### config.mk
export PLATFORM = sky130hd
export DESIGN_NAME = fetch_addr_unit
export DESIGN_NICKNAME = d
export VERILOG_FILES = /design/src/rtl/fau_pkg.sv /design/src/rtl/fau_const_rom.sv /design/src/rtl/fau_arbiter.sv /design/src/rtl/fau_off_adder.sv /design/src/rtl/fau_phys_adder.sv /design/src/rtl/fetch_addr_unit.sv
export SDC_FILE = /design/constraint.sdc
export NUM_CORES = 1
export LEC_CHECK = 0
export CORE_MARGIN = 3
export CORE_UTILIZATION = 35
export DETAILED_ROUTE_END_ITERATION = 12
export PLACE_DENSITY = 0.7
export SYNTH_ARGS = -nofsm -noshare
export SYNTH_HDL_FRONTEND = slang
export SYNTH_HIERARCHICAL = 1
export SYNTH_SLANG_ARGS = --single-unit
### constraint.sdc
create_clock -name clk -period 4.4 [get_ports clk]
set_clock_uncertainty 0.15 [all_clocks]
set_input_delay 0.88 -clock clk [delete_from_list [all_inputs] [get_ports clk]]
set_output_delay 0.88 -clock clk [all_outputs]
set_load 0.03 [all_outputs]
### src/rtl/fau_pkg.sv
package fau_pkg;
  typedef enum logic [1:0] {
    OP_HOLD = 2'd0,
    OP_INC  = 2'd1,
    OP_CORR = 2'd2,
    OP_LOAD = 2'd3
  } fau_op_e;
endpackage

### src/rtl/fau_const_rom.sv
module fau_const_rom #(
  parameter int IP_W   = 16,
  parameter int QDEPTH = 4,
  parameter int QL_W   = 3
) (
  input  logic [QL_W-1:0] qlen,
  output logic [IP_W-1:0] corr_k
);
  localparam int ENTRIES = QDEPTH + 1;

  // Entry k holds the two's complement of k, so the adder only ever adds.
  logic [IP_W-1:0] tbl [ENTRIES];

  for (genvar k = 0; k < ENTRIES; k++) begin : g_entry
    assign tbl[k] = {IP_W{1'b0}} - IP_W'(k);
  end

  always_comb begin
    corr_k = '0;
    for (int k = 0; k < ENTRIES; k++) begin
      if (qlen == QL_W'(k)) corr_k = tbl[k];
    end
  end
endmodule

### src/rtl/fau_arbiter.sv
module fau_arbiter
  import fau_pkg::*;
(
  input  logic    rst_n,
  input  logic    corr_req,
  input  logic    jmp_valid,
  input  logic    q_room,
  input  logic    fa_ready,
  output logic    jmp_ready,
  output logic    fa_valid,
  output fau_op_e op
);
  always_comb begin
    jmp_ready = rst_n & ~corr_req;
    fa_valid  = rst_n & q_room & ~corr_req & ~jmp_valid;
    if (!rst_n)                     op = OP_HOLD;
    else if (corr_req)              op = OP_CORR;
    else if (jmp_valid)             op = OP_LOAD;
    else if (fa_valid && fa_ready)  op = OP_INC;
    else                            op = OP_HOLD;
  end
endmodule

### src/rtl/fau_off_adder.sv
module fau_off_adder
  import fau_pkg::*;
#(
  parameter int IP_W = 16
) (
  input  fau_op_e         op,
  input  logic [IP_W-1:0] ip_cur,
  input  logic [IP_W-1:0] corr_k,
  input  logic [IP_W-1:0] load_val,
  output logic [IP_W-1:0] ip_next
);
  logic [IP_W-1:0] opa, opb;

  always_comb begin
    opa = ip_cur;
    opb = '0;
    unique case (op)
      OP_INC:  opb = IP_W'(1);
      OP_CORR: opb = corr_k;
      OP_LOAD: begin opa = '0; opb = load_val; end
      default: opb = '0;
    endcase
  end

  assign ip_next = opa + opb;
endmodule

### src/rtl/fau_phys_adder.sv
module fau_phys_adder #(
  parameter int IP_W      = 16,
  parameter int SEG_W     = 16,
  parameter int SEG_SHIFT = 4,
  parameter int PA_W      = 20
) (
  input  logic [SEG_W-1:0] seg,
  input  logic [IP_W-1:0]  off,
  output logic [PA_W-1:0]  phys
);
  localparam int SH_W = SEG_W + SEG_SHIFT;
  localparam int SUM_W = (SH_W > IP_W) ? SH_W : IP_W;

  logic [SUM_W-1:0] seg_sh, off_ext, sum;

  assign seg_sh  = SUM_W'({seg, {SEG_SHIFT{1'b0}}});
  assign off_ext = SUM_W'(off);
  assign sum     = seg_sh + off_ext;
  assign phys    = sum[PA_W-1:0];
endmodule

### src/rtl/fetch_addr_unit.sv
module fetch_addr_unit
  import fau_pkg::*;
#(
  parameter int IP_W      = 16,
  parameter int SEG_W     = 16,
  parameter int SEG_SHIFT = 4,
  parameter int PA_W      = 20,
  parameter int QDEPTH    = 4,
  parameter logic [IP_W-1:0]  RESET_IP = '0,
  parameter logic [SEG_W-1:0] RESET_CS = '1,
  localparam int QL_W = $clog2(QDEPTH + 1)
) (
  input  logic             clk,
  input  logic             rst_n,
  input  logic             q_room,
  output logic             fa_valid,
  input  logic             fa_ready,
  output logic [PA_W-1:0]  fa_addr,
  input  logic             corr_req,
  input  logic [QL_W-1:0]  q_len,
  input  logic             jmp_valid,
  output logic             jmp_ready,
  input  logic [IP_W-1:0]  jmp_ip,
  input  logic [SEG_W-1:0] jmp_cs,
  output logic [IP_W-1:0]  ip,
  output logic [SEG_W-1:0] cs,
  output logic             flush_req
);
  fau_op_e         op;
  logic [IP_W-1:0] corr_k;
  logic [IP_W-1:0] ip_next;
  logic [IP_W-1:0] ip_q;
  logic [SEG_W-1:0] cs_q;
  logic            flush_q;

  fau_arbiter u_arb (
    .rst_n     (rst_n),
    .corr_req  (corr_req),
    .jmp_valid (jmp_valid),
    .q_room    (q_room),
    .fa_ready  (fa_ready),
    .jmp_ready (jmp_ready),
    .fa_valid  (fa_valid),
    .op        (op)
  );

  fau_const_rom #(.IP_W(IP_W), .QDEPTH(QDEPTH), .QL_W(QL_W)) u_rom (
    .qlen   (q_len),
    .corr_k (corr_k)
  );

  fau_off_adder #(.IP_W(IP_W)) u_off (
    .op       (op),
    .ip_cur   (ip_q),
    .corr_k   (corr_k),
    .load_val (jmp_ip),
    .ip_next  (ip_next)
  );

  fau_phys_adder #(
    .IP_W(IP_W), .SEG_W(SEG_W), .SEG_SHIFT(SEG_SHIFT), .PA_W(PA_W)
  ) u_phys (
    .seg  (cs_q),
    .off  (ip_q),
    .phys (fa_addr)
  );

  always_ff @(posedge clk) begin
    if (!rst_n) begin
      ip_q    <= RESET_IP;
      cs_q    <= RESET_CS;
      flush_q <= 1'b0;
    end else begin
      ip_q    <= ip_next;
      flush_q <= (op == OP_LOAD);
      if (op == OP_LOAD) cs_q <= jmp_cs;
    end
  end

  assign ip        = ip_q;
  assign cs        = cs_q;
  assign flush_req = flush_q;
endmodule

### Word-level counts from Yosys, hierarchy flattened

Cells that the tools add are included.

* reductions and logical operators: 1
* eq/ne operators: 7
* $add $sub $neg: 2
* mux-type cells: 10
* bitwise operators: 6

Operator list (number)
* 2-to-1 mux 16 bit: 5
* one-hot mux 16 bit (3 select lines): 1
* adder 20 x 16 -> 20 bit: 1
* adder 16 bit: 1
* == test 3 x 2 -> 1 bit (second input constant): 2
* 2-to-1 mux 2 bit: 3
* bitwise AND 1 bit: 4
* == test 2 bit (second input constant): 2
* == test 3 x 1 -> 1 bit (second input constant): 1
* == test 3 bit (second input constant): 1
* == test 2 x 1 -> 1 bit (second input constant): 1
* NOT 1 bit: 2
* logical AND 1 bit: 1
* 2-to-1 mux 1 bit: 1

* bits in registers: 33
* input port bits: 41
* logic and storage cells: 29

### Depth between registers and ports, before layout

* word-level depth: 11
* mapped depth: 16
* gate-level depth less buffers: 14

### By module

Netlist, hierarchy kept.

Modules (own cells, without submodules)
* fetch_addr_unit: cells each 108, times used 1, area each 1157.4 µm²
* fau_off_adder: cells each 145, times used 1, area each 1087.3 µm²
* fau_phys_adder: cells each 90, times used 1, area each 675.6 µm²
* fau_const_rom: cells each 18, times used 1, area each 128.9 µm²
* fau_arbiter: cells each 5, times used 1, area each 41.3 µm²

### Worst setup path after synthesis

No wires, ideal clock.

* kind: in2reg
* from: input rst_n
* to: register ip_q[14], in the netlist ip[14]
* arrival: 3453 ps
* cell stages on the path: 13
* path buffers: 2
* library setup time: 115 ps
* slack: 682 ps
* cell sequence: nor2b_4 nor2b_1 buf_2 buf_2 mux2i_1 nor2b_1 ha_1 a21oi_2 o21ai_2 a211o_1 a221oi_2 xnor2_1 and2_1

* cells in the longest elaborated chain, start to end: 11
* elaborated cells on any way between the ends: 14

Ends and longest elaborated chain
* from (decl): RTL line fetch_addr_unit.sv:14 `input logic rst_n,`
* bitwise AND 1 bit (3 in series): RTL line fau_arbiter.sv:15 `fa_valid = rst_n & q_room & ~corr_req & ~jmp_valid;`
* logical AND 1 bit: RTL line fau_arbiter.sv:19 `else if (fa_valid && fa_ready) op = OP_INC;`
* 2-to-1 mux 1 bit: RTL line fau_arbiter.sv:19
* 2-to-1 mux 2 bit: RTL line fau_arbiter.sv:18 `else if (jmp_valid) op = OP_LOAD;`
* 2-to-1 mux 2 bit: RTL line fau_arbiter.sv:17 `else if (corr_req) op = OP_CORR;`
* 2-to-1 mux 2 bit *: RTL line fau_arbiter.sv:16 `if (!rst_n) op = OP_HOLD;`
* net op[0]: RTL line fetch_addr_unit.sv:29 `fau_op_e op;`
* == test 2 bit / == test 2 x 1 -> 1 bit (equally long branches): RTL line fau_off_adder.sv:17 `unique case (op)`
* one-hot mux 16 bit (3 select lines) / 2-to-1 mux 16 bit (equally long branches): RTL line fau_off_adder.sv:17
* adder 16 bit *: RTL line fau_off_adder.sv:25 `assign ip_next = opa + opb;`
* net ip_next[14]: RTL line fetch_addr_unit.sv:31 `logic [IP_W-1:0] ip_next;`
* to (signal assigned): RTL line fetch_addr_unit.sv:74 `ip_q <= ip_next;`
* to (decl): RTL line fetch_addr_unit.sv:32 `logic [IP_W-1:0] ip_q;`

Mark *: on every way through the listed nets, which the timed path passes. The rest lies on a longest branch.
A chain may end at the register's enable or synchronous reset.

### Final worst setup path

* from: register cs_q[0], in the netlist cs[0]
* to: output fa_addr[16]

* cells in the longest elaborated chain, start to end: 1

Ends and longest elaborated chain
* from (decl): RTL line fetch_addr_unit.sv:33 `logic [SEG_W-1:0] cs_q;`
* from (signal assigned): RTL line fetch_addr_unit.sv:76 `if (op == OP_LOAD) cs_q <= jmp_cs;`
* adder 20 x 16 -> 20 bit: RTL line fau_phys_adder.sv:18 `assign sum = seg_sh + off_ext;`
* to (decl): RTL line fetch_addr_unit.sv:18 `output logic [PA_W-1:0] fa_addr,`

Every way passes these cells.

==> run_results.csv <==
group,metric,value,unit
status,status,"finished, final reports clean",
worst_setup_path,crit_start,"cs[0]$_SDFFE_PN1N_",
pwr,ir_worst_vdd,0.184,mV
timing,setup_viol_count_final,0,
worst_setup_path,cp.arrival,3.20,ns
worst_setup_path,r2r-end,"ip[12]$_SDFF_PN0_",
routing,drc,0,
place,dp_hpwl,6590,um
pwr,power_density,389,mW/mm^2
worst_setup_path,crit_fanout,4,
floorplanning,core,0.00838,sq mm
timing,worst_slew_pin_slew,1.07,ns
timing,rsz0062_at_grt,"false",
clocking,cts_resized,0,
floorplanning,start_util,36.9,%
pwr,p_sw_share,44.6,%
worst_setup_path,crit_path_top_delay_cell,"clkdlybuf4s50_1",
worst_setup_path,setup.worst_path.end,"fa_addr[16]",
cells_and_area,drive_gt1_share,8.66,%
clocking,clk_latency,0.29,ns
global_route,grt_usage,16.9,%
cells_and_area,num-nets-final,510,
cells_and_area,seqCellArea,661,sq um
clocking,cts_root_buf,"clkbuf_8",
pwr,p_clk_share,14.1,%
logic_synthesis,synth-adder-area-share,12.2,%
pwr,pwr-share-comb,63.5,%
timing,hold_viol_final,0,
worst_setup_path,crit_type,"flip-flop to output port",
floorplanning,die_area,0.00999,sq mm
floorplanning,rows,33,
place,placed_area,0.00399,sq mm
global_route,antenna_found_initial,0,
worst_setup_path,cp-start-kind,"flip-flop",
worst_setup_path,required,3.37,ns
pwr,seqPwrFrac,22.3,%
hold_path,hp-class,"flip-flop to flip-flop",
cells_and_area,n_antenna_cell,0,
timing,drv_slew,0,
logic_synthesis,synth-seq-cells,33,
logic_synthesis,synthMuxAreaShare,4.57,%
pwr,p_switching,0.000706,W
logic_synthesis,syn-instance-count,366,
routing,drtIter0Drc,73,
routing,vias_per_cell,5.28,
logic_synthesis,synth_cell_types,61,
timing,period_share,96.2,%
clocking,clkTransAtPathRegs,0.07,ns
routing,wl_per_cell,15.5,um
logic_synthesis,syn-cell-area,0.00309,sq mm
timing,slew_headroom,28.3,%
pwr,p_leak,1.80,nW
logic_synthesis,synth_fp_nets,436,
logic_synthesis,synth-seq-area-share,21.4,%
logic_synthesis,synth_warnings,6,
cells_and_area,multi_input_area,0.00212,sq mm
clocking,cts.path.max_buffers,2,
timing,tns,0,ns
routing,vias,2870,
place,pre_cts_slack,0.0908,ns
global_route,overflow,0,
place,io_buffers,95,
routing,first_pass_iters,4,
logic_synthesis,postSynthAreaPerCell,8.44,sq um
place,gp_congestion,0.901,
logic_synthesis,yosys-top-cells-area,"dfxtp_1 (21%), ha_1 (11%), and2_1 (6.1%)",
logic_synthesis,synth_top_family_by_area,"compound AO/OA/AOI/OAI gates",
routing,wirelength,8460,um
clocking,cts_sinks,33,
routing,ant_nets,0,
clocking,tritoncts,"built",
logic_synthesis,synth_xor_xnor_area_share,7.65,%
worst_setup_path,slowest_delay,0.69,ns
worst_setup_path,rr_startpoint,"ip[0]$_SDFF_PN0_",
cells_and_area,final_util,48.5,%
clocking,post_cts.repair.setup_buffers,0,
timing,period_minus_slack,4.23,ns
logic_synthesis,synth_top_area_cell,"dfxtp_1",
clocking,cts_hold_buffers,0,
floorplanning,die_width,100,um
timing,timing.final.ws_setup,0.168,ns
timing,fmax,236,MHz
cells_and_area,nFillCells,851,
logic_synthesis,synth_compound_area_share,22.2,%
logic_synthesis,async_flop_share,0,%
clocking,htreeDepth,2,
cells_and_area,syn_to_final_growth,31.6,%
logic_synthesis,yosys_most_used_dff,"dfxtp_1",
global_route,grt_pass1_wl,13700,um
floorplanning,dieHeight,100,um
pwr,intPower,0.000876,W
worst_setup_path,crit_chain,"ha_1 > fa_1 > a211oi_1 > o31ai_1 > a311o_1 > a21oi_1 > xnor2_1 > clkdlybuf4s50_1",
cells_and_area,final_cell_area,0.00407,sq mm
global_route,grt_max_degree,34,
logic_synthesis,synth-simple-area-share,21.5,%
global_route,first_global_vias,2870,
logic_synthesis,yosysTopAreaCellShare,21.4,%
floorplanning,io-pin-count,96,
worst_setup_path,reg2reg_depth,10,
logic_synthesis,synth_edf_count,0,
worst_setup_path,endpoint_kind,"output port",
flow_run,drv_cap,0,
clocking,cts_buffers,5,
worst_setup_path,reg2reg_setup_slack,1.88,ns
worst min path at each step:
stage                       startpoint            endpoint  slack [ns]  cells past startpoint
floorplan           cs[0]$_SDFFE_PN1N_  cs[0]$_SDFFE_PN1N_        0.47                      2
detailed placement  cs[9]$_SDFFE_PN1N_  cs[9]$_SDFFE_PN1N_        0.37                      2
finish              cs[9]$_SDFFE_PN1N_  cs[9]$_SDFFE_PN1N_        0.37                      2
CTS                 cs[9]$_SDFFE_PN1N_  cs[9]$_SDFFE_PN1N_        0.38                      2
global route        cs[3]$_SDFFE_PN1N_  cs[3]$_SDFFE_PN1N_        0.40                      2
global placement    cs[9]$_SDFFE_PN1N_  cs[9]$_SDFFE_PN1N_        0.36                      2
kinds of logic after synthesis:
family	count (synthesis)
AND/OR/NAND/NOR	116
buffers and inverters	58
flip-flops	33
adder cells (fa/ha/maj)	29
AO/OA/AOI/OAI	89
XOR/XNOR	27
multiplexers	14
placed cells by master, fill, tap and decap left out, types with 5 or more instances in the layout:
| cell | count |
|---|---|
| nor2_1 | 11 |
| o21ai_0 | 7 |
| o211ai_1 | 10 |
| mux2i_1 | 13 |
| nor2b_1 | 16 |
| inv_1 | 24 |
| nand2_1 | 15 |
| ha_1 | 27 |
| xor2_1 | 6 |
| xnor2_1 | 21 |
| dfxtp_1 | 33 |
| buf_4 | 6 |
| o211ai_2 | 11 |
| a21o_1 | 10 |
| clkdlybuf4s50_1 | 95 |
| nand3_1 | 21 |
| clkbuf_8 | 5 |
| a21oi_1 | 22 |
| and2_1 | 30 |
Yosys cell counts, types with 2 or more instances:
| cell | number |
|---|---|
| dfxtp_1 | 33 |
| and2_1 | 30 |
| ha_1 | 27 |
| inv_1 | 24 |
| a21oi_1 | 22 |
| nand3_1 | 21 |
| xnor2_1 | 21 |
| buf_4 | 18 |
| nor2b_1 | 17 |
| nand2_1 | 15 |
| mux2i_1 | 13 |
| nor2_1 | 11 |
| o211ai_2 | 11 |
| a21o_1 | 10 |
| o211ai_1 | 10 |
| clkbuf_1 | 8 |
| o21ai_0 | 7 |
| xor2_1 | 6 |
| buf_2 | 4 |
| a211oi_1 | 3 |
| o2111ai_1 | 3 |
| a21boi_0 | 2 |
| a21oi_2 | 2 |
| a31oi_1 | 2 |
| and3_1 | 2 |
| buf_6 | 2 |
| fa_1 | 2 |
| nand2b_1 | 2 |
| nor3_1 | 2 |
| nor3b_1 | 2 |
| o21a_1 | 2 |
| o21ai_1 | 2 |
| or3_1 | 2 |
sequential cells by signal, summed over array words and instances, names as in the netlist:
register / count
cs: 16
flush_req: 1
ip: 16
layer usage:
layer | track usage [%] | part of all wire (%)
met1 | 20.5 | 43
met2 | 28.5 | 48
met3 | 4.17 | 7.1
met4 | 6.51 | 2.1
met5 | 0 | 0
area by class of cell:
class | instances | share of cell area [%]
inverter | 24 | 2.21
multi-input combinational | 275 | 52.0
sequential | 33 | 16.2
clock inverter | 1 | 0.123
clock buffer | 5 | 1.69
timing repair buffer | 101 | 24.5
tap | 105 | 3.23
critical path: cells and delay by family, from the launching register on:
family,cells,cell delay [ns]
AO/OA/AOI/OAI,4,1.08
XOR/XNOR,1,0.14
adder cells (fa/ha/maj),2,0.67
buffers and inverters,1,0.69
flip-flops,1,0.33
stage by stage:
step,total power [W],cells,hold slack [ns]
final,0.00158,544,0.374
after global routing,0.00168,544,0.401
after CTS,0.00160,544,0.379
after detailed placement,0.00137,538,0.369
after global placement,0.00135,538,0.358
after floorplan,0.00103,366,0.472
power groups by stage:
stage	Clock [W]	Sequential (W)	Combinational (W)
floorplan	0	0.000402	0.000628
global placement	0	0.000361	0.000993
detailed placement	0	0.000361	0.00100
CTS	0.000232	0.000355	0.00101
global route	0.000239	0.000359	0.00108
finish	0.000223	0.000354	0.00101
(Power assumes the default switching activity.)
